### config.mk
export PLATFORM = sky130hd
export DESIGN_NAME = wdog_pair_clear
export DESIGN_NICKNAME = d
export VERILOG_FILES = /design/src/rtl/wdog_pkg.sv /design/src/rtl/wdog_tick_sel.sv /design/src/rtl/wdog_clear_ctl.sv /design/src/rtl/wdog_chain.sv /design/src/rtl/wdog_pair_clear.sv
export SDC_FILE = /design/constraint.sdc
export NUM_CORES = 1
export LEC_CHECK = 0
export ABC_AREA = 1
export BUFFER_PORTS_ARGS = -buffer_cell sky130_fd_sc_hd__buf_2
export CAP_MARGIN = 20
export CORE_MARGIN = 1
export CORE_UTILIZATION = 56
export CTS_BUF_LIST = sky130_fd_sc_hd__clkbuf_8
export CTS_CLUSTER_DIAMETER = 100
export DETAILED_ROUTE_END_ITERATION = 12
export PLACE_DENSITY = 0.78
export SLEW_MARGIN = 10
export SYNTH_ARGS = -nofsm -noshare
export SYNTH_HDL_FRONTEND = slang
export SYNTH_SLANG_ARGS = --single-unit
### constraint.sdc
create_clock -name clk -period 1.4 [get_ports clk]
set_input_delay 0.21 -clock clk [delete_from_list [all_inputs] [get_ports clk]]
set_output_delay 0.21 -clock clk [all_outputs]
set_load 0.01 [all_outputs]
### src/rtl/wdog_pkg.sv
package wdog_pkg;
  typedef enum logic [1:0] {
    SRC_OSC  = 2'b00,
    SRC_SYS4 = 2'b01,
    SRC_RTC  = 2'b10,
    SRC_RTC2 = 2'b11
  } wdog_src_e;

  localparam int SYSDIV_W = 2;
endpackage

### src/rtl/wdog_tick_sel.sv
module wdog_tick_sel
  import wdog_pkg::*;
(
  input  logic       clk,
  input  logic       rst,
  input  logic [1:0] src_sel,
  input  logic       sysclk_is_rtc,
  input  logic       osc_tick,
  input  logic       rtc_tick,
  input  logic       power_down,
  output logic       tick
);
  logic [SYSDIV_W-1:0] div_q;
  logic                sys_tick;
  wdog_src_e           src;

  // System clock stops in power-down, so the divider freezes too.
  always_ff @(posedge clk) begin
    if (rst)              div_q <= '0;
    else if (!power_down) div_q <= div_q + 1'b1;
  end

  assign sys_tick = (&div_q) & ~power_down;

  always_comb begin
    src = sysclk_is_rtc ? SRC_RTC : wdog_src_e'(src_sel);
    case (src)
      SRC_OSC:  tick = osc_tick;
      SRC_SYS4: tick = sys_tick;
      default:  tick = rtc_tick;
    endcase
  end
endmodule

### src/rtl/wdog_clear_ctl.sv
module wdog_clear_ctl (
  input  logic clk,
  input  logic rst,
  input  logic halt,
  input  logic pair_mode,
  input  logic clr_single,
  input  logic clr_half1,
  input  logic clr_half2,
  output logic sw_clr
);
  // pend_q[0]: half one seen last; pend_q[1]: half two seen last
  logic [1:0] pend_q, pend_d;
  logic       pair_done;

  always_comb begin
    pend_d    = pend_q;
    pair_done = 1'b0;
    if (pair_mode) begin
      if (clr_half1 && clr_half2) begin
        pair_done = 1'b1;
        pend_d    = 2'b00;
      end else if (clr_half1) begin
        if (pend_q[1]) begin
          pair_done = 1'b1;
          pend_d    = 2'b00;
        end else begin
          pend_d    = 2'b01;
        end
      end else if (clr_half2) begin
        if (pend_q[0]) begin
          pair_done = 1'b1;
          pend_d    = 2'b00;
        end else begin
          pend_d    = 2'b10;
        end
      end
    end
  end

  always_ff @(posedge clk) begin
    if (rst || halt) pend_q <= 2'b00;
    else             pend_q <= pend_d;
  end

  assign sw_clr = pair_mode ? pair_done : clr_single;
endmodule

### src/rtl/wdog_chain.sv
module wdog_chain #(
  parameter int PRE_W = 15
) (
  input  logic clk,
  input  logic rst,
  input  logic halt,
  input  logic tick,
  input  logic sw_clr,
  output logic expire
);
  localparam int CHAIN_W = PRE_W + 1;

  logic [CHAIN_W-1:0] cnt_q, cnt_d;

  always_comb begin
    cnt_d = cnt_q;
    if (tick)   cnt_d = cnt_q + 1'b1;
    // Software clear touches only the last stage; the prescaler residue stays.
    if (sw_clr) cnt_d[CHAIN_W-1] = 1'b0;
  end

  always_ff @(posedge clk) begin
    if (rst || halt) cnt_q <= '0;
    else             cnt_q <= cnt_d;
  end

  assign expire = tick & (&cnt_q) & ~sw_clr & ~halt;
endmodule

### src/rtl/wdog_pair_clear.sv
module wdog_pair_clear #(
  parameter int PRE_W = 15
) (
  input  logic       clk,
  input  logic       rst,
  input  logic [1:0] src_sel,
  input  logic       sysclk_is_rtc,
  input  logic       pair_mode,
  input  logic       osc_tick,
  input  logic       rtc_tick,
  input  logic       power_down,
  input  logic       clr_single,
  input  logic       clr_half1,
  input  logic       clr_half2,
  input  logic       halt,
  input  logic       flag_clr,
  output logic       chip_rst_req,
  output logic       wake_rst_req,
  output logic       to_flag
);
  logic tick;
  logic sw_clr;
  logic expire;

  wdog_tick_sel u_tick (
    .clk          (clk),
    .rst          (rst),
    .src_sel      (src_sel),
    .sysclk_is_rtc(sysclk_is_rtc),
    .osc_tick     (osc_tick),
    .rtc_tick     (rtc_tick),
    .power_down   (power_down),
    .tick         (tick)
  );

  wdog_clear_ctl u_clr (
    .clk       (clk),
    .rst       (rst),
    .halt      (halt),
    .pair_mode (pair_mode),
    .clr_single(clr_single),
    .clr_half1 (clr_half1),
    .clr_half2 (clr_half2),
    .sw_clr    (sw_clr)
  );

  wdog_chain #(.PRE_W(PRE_W)) u_chain (
    .clk   (clk),
    .rst   (rst),
    .halt  (halt),
    .tick  (tick),
    .sw_clr(sw_clr),
    .expire(expire)
  );

  always_ff @(posedge clk) begin
    if (rst) begin
      chip_rst_req <= 1'b0;
      wake_rst_req <= 1'b0;
      to_flag      <= 1'b0;
    end else begin
      chip_rst_req <= expire & ~power_down;
      wake_rst_req <= expire &  power_down;
      if (expire)        to_flag <= 1'b1;
      else if (flag_clr) to_flag <= 1'b0;
    end
  end
endmodule

==> metrics.txt <==
min setup slack post-route 0.0996 ns; Post-synth top flop dfxtp_1; GRT overflow 0; Post-DP HPWL 1680 um; sequential area share after synthesis 0.384; status completed; DRC 0; vias in the first global route 841; Hold-fix buffers, CTS 0; Seq pwr share 0.562; Placer Congestion 0.766; CTS tree built; drt first pass iters 4; layout cell share with drive strength beyond 1 0.229; aggregate routed wire length 2270 um; IO Pins 17; Comb power frac 0.096; slowest CP cell dfxtp_2; PwrDens 878 mW/mm2; area growth from synthesis to layout 13.3%; Crit Reg-Reg Startpoint u_chain.cnt_q[1]; first-pass GRT wire length 3330 um; post-CTS sizing 0; final hold vios 0; layout net count 205; Max Cap Violations 0; Tot Pwr 0.00119 W; min Tclk post-route 1.30 ns; CTS Buf Count 3; ys async rst share 0; Worst Path Arrival 1.49 ns; R2R Setup Slk 0.1 ns; Worst Tran Pin Value 0.242 ns; antenna cells 0; CTS max path bufs 2; Worst-Skew Late Latency 0.27 ns; syn nets 187; Die X 48.3 um; Synth Instances 171; CTS HTree Levels 1; largest net degree at the start of global routing 31; initial antenna violation count 0; average routed wire per standard cell 10.5 um; die height 48.3 um; Initial Utilization 0.605; Psw 0.000291 W; commonest non-fill, non-tap cell in the layout nand2_1; final setup TNS 0 ns; Hold EP u_tick.div_q[0]; Final setup viols 0; Post-Place Cells 211; Antenna Nets Post-Route 0; switching share of total power 0.244; Post-Layout Cell Count 215; worst endpoint required time 1.59 ns; worst slack, placed 0.0237 ns; Critical Path, Cell by Cell ha_2 > nand2_1 > nor2_4 > nand2_2 > clkinv_1 > nand3_2 > nor3_1; Synth area leaders dfxtp_1 (38%), nand2_1 (11%), nor2_1 (8.8%); Max Clock Skew 0.00876 ns; internal power 0.000901 W; clk root buf clkbuf_8; Synth top area share 0.384; post-synthesis register bit count 23; r2r worst-path depth 7; post-synthesis cell type count 26; CP Capture Type flip-flop; Synth area leader dfxtp_1; total number of vias 1097; Slew HR 0.838; crit path max fanout 4; Global Route Usage Sum 0.208; clk slew on worst S/H paths 0.09 ns; Post-synth EDFFs 0; maximum VDD drop 0.624 mV; Hold Path Cell Cnt 2; synthesized area 0.00120 mm2; Core Area 0.00198 mm2; r2r endpoint chip_rst_req; # rows 16; Final period util 0.929; most frequent cells in the layout nand2_1 (34), nor2_1 (27), dfxtp_1 (21); slowest cell delay on critical path 0.36 ns; Min-Delay Path Class input port to flip-flop; # clock sinks 23; startpoint types flip-flop; Max Fclk 769 MHz; Avg Cell Area, Syn 7.01 um2; Pleak 0.503 nW; via/cell ratio 5.10; Iter 0 DRT Violations 31; Hold Path Origin rst; Final Max Tran Viols 0; Synth Warn # 0; DIE AREA 0.00233 mm2; post-CTS setup buffers 0; Clk pwr share 0.342; port buffer count 16; Crit Path Class flip-flop to flip-flop
[critical path: cells and delay by family (launching register included)]
kind	cells	cell delay [ns]
flip-flops	1	0.36
AND/OR/NAND/NOR	5	0.58
buffers and inverters	1	0.08
adder cells (fa/ha/maj)	1	0.19
[power by group through the flow]
stage               combinational, W  clock, W  sequential, W
detailed placement          0.000108         0       0.000685
floorplan                  0.0000828         0       0.000683
global placement            0.000104         0       0.000684
CTS                         0.000109  0.000417       0.000669
finish                      0.000114  0.000408       0.000670
global route                0.000129  0.000442       0.000671
[cells by family (layout without fill, tap and decap cells)]
| family | count (synthesis) | after routing | share of synthesized area |
|---|---|---|---|
| xor+xnor | 1 | 1 | 0.00731 |
| flops | 23 | 23 | 0.384 |
| simple gates | 103 | 103 | 0.414 |
| compound gates | 22 | 22 | 0.0950 |
| buf+inv | 20 | 37 | 0.0783 |
| fa+ha+maj | 2 | 2 | 0.0209 |
[stage by stage]
| stage | hold slack [ns] | instance area [um2] | utilization |
|---|---|---|---|
| global placement | 0.440 | 1290 | 0.649 |
| CTS | 0.166 | 1330 | 0.672 |
| global route | 0.171 | 1360 | 0.685 |
| finish | 0.169 | 1360 | 0.685 |
| detailed placement | 0.452 | 1290 | 0.649 |
| floorplan | 0.279 | 1200 | - |
[cell type report]
class / instances / area, um2
clock buffer: 3 / 41.3
fill: 187 / 624
timing repair buffer: 17 / 87.6
sequential: 23 / 463
clock inverter: 1 / 3.75
multi-input combinational: 128 / 668
tap: 27 / 33.8
inverter: 16 / 60.1
[state kept, by name, indices dropped and copies added, names as in the netlist]
signal / flops
u_chain.cnt_q: 16
u_clr.pend_q: 2
u_tick.div_q: 2
chip_rst_req: 1
to_flag: 1
wake_rst_req: 1
[metal layers]
layer / up-vias / part of all wire / track usage
met1: 499 / 0.47 / 0.257
li1: 582 / - / -
met4: 0 / 0.011 / 0.0833
met5: - / 0 / 0
met2: 12 / 0.50 / 0.352
met3: 4 / 0.025 / 0.0444
[cell usage after synthesis, types with 3 or more instances]
cell type / count
a21oi_1: 15
dfxtp_1: 23
inv_1: 14
nand2_1: 34
nand2_2: 4
nand3_1: 18
nor2_1: 28
nor2_2: 5
nor2_4: 3
nor3_1: 3
o21ai_1: 4
[worst max path at each step]
stage / end / depth (start not counted) / from / slack (ns)
finish: chip_rst_req / 7 / u_chain.cnt_q[1] / 0.1
global route: chip_rst_req / 7 / u_chain.cnt_q[0] / -0.01
CTS: u_chain.cnt_q[14] / 8 / u_chain.cnt_q[1] / 0.001
detailed placement: u_chain.cnt_q[14] / 8 / u_chain.cnt_q[1] / 0.02
global placement: u_chain.cnt_q[12] / 8 / u_chain.cnt_q[1] / 0.08
floorplan: u_chain.cnt_q[12] / 8 / u_chain.cnt_q[0] / 0.17
Power figures use the tool's default switching activity.
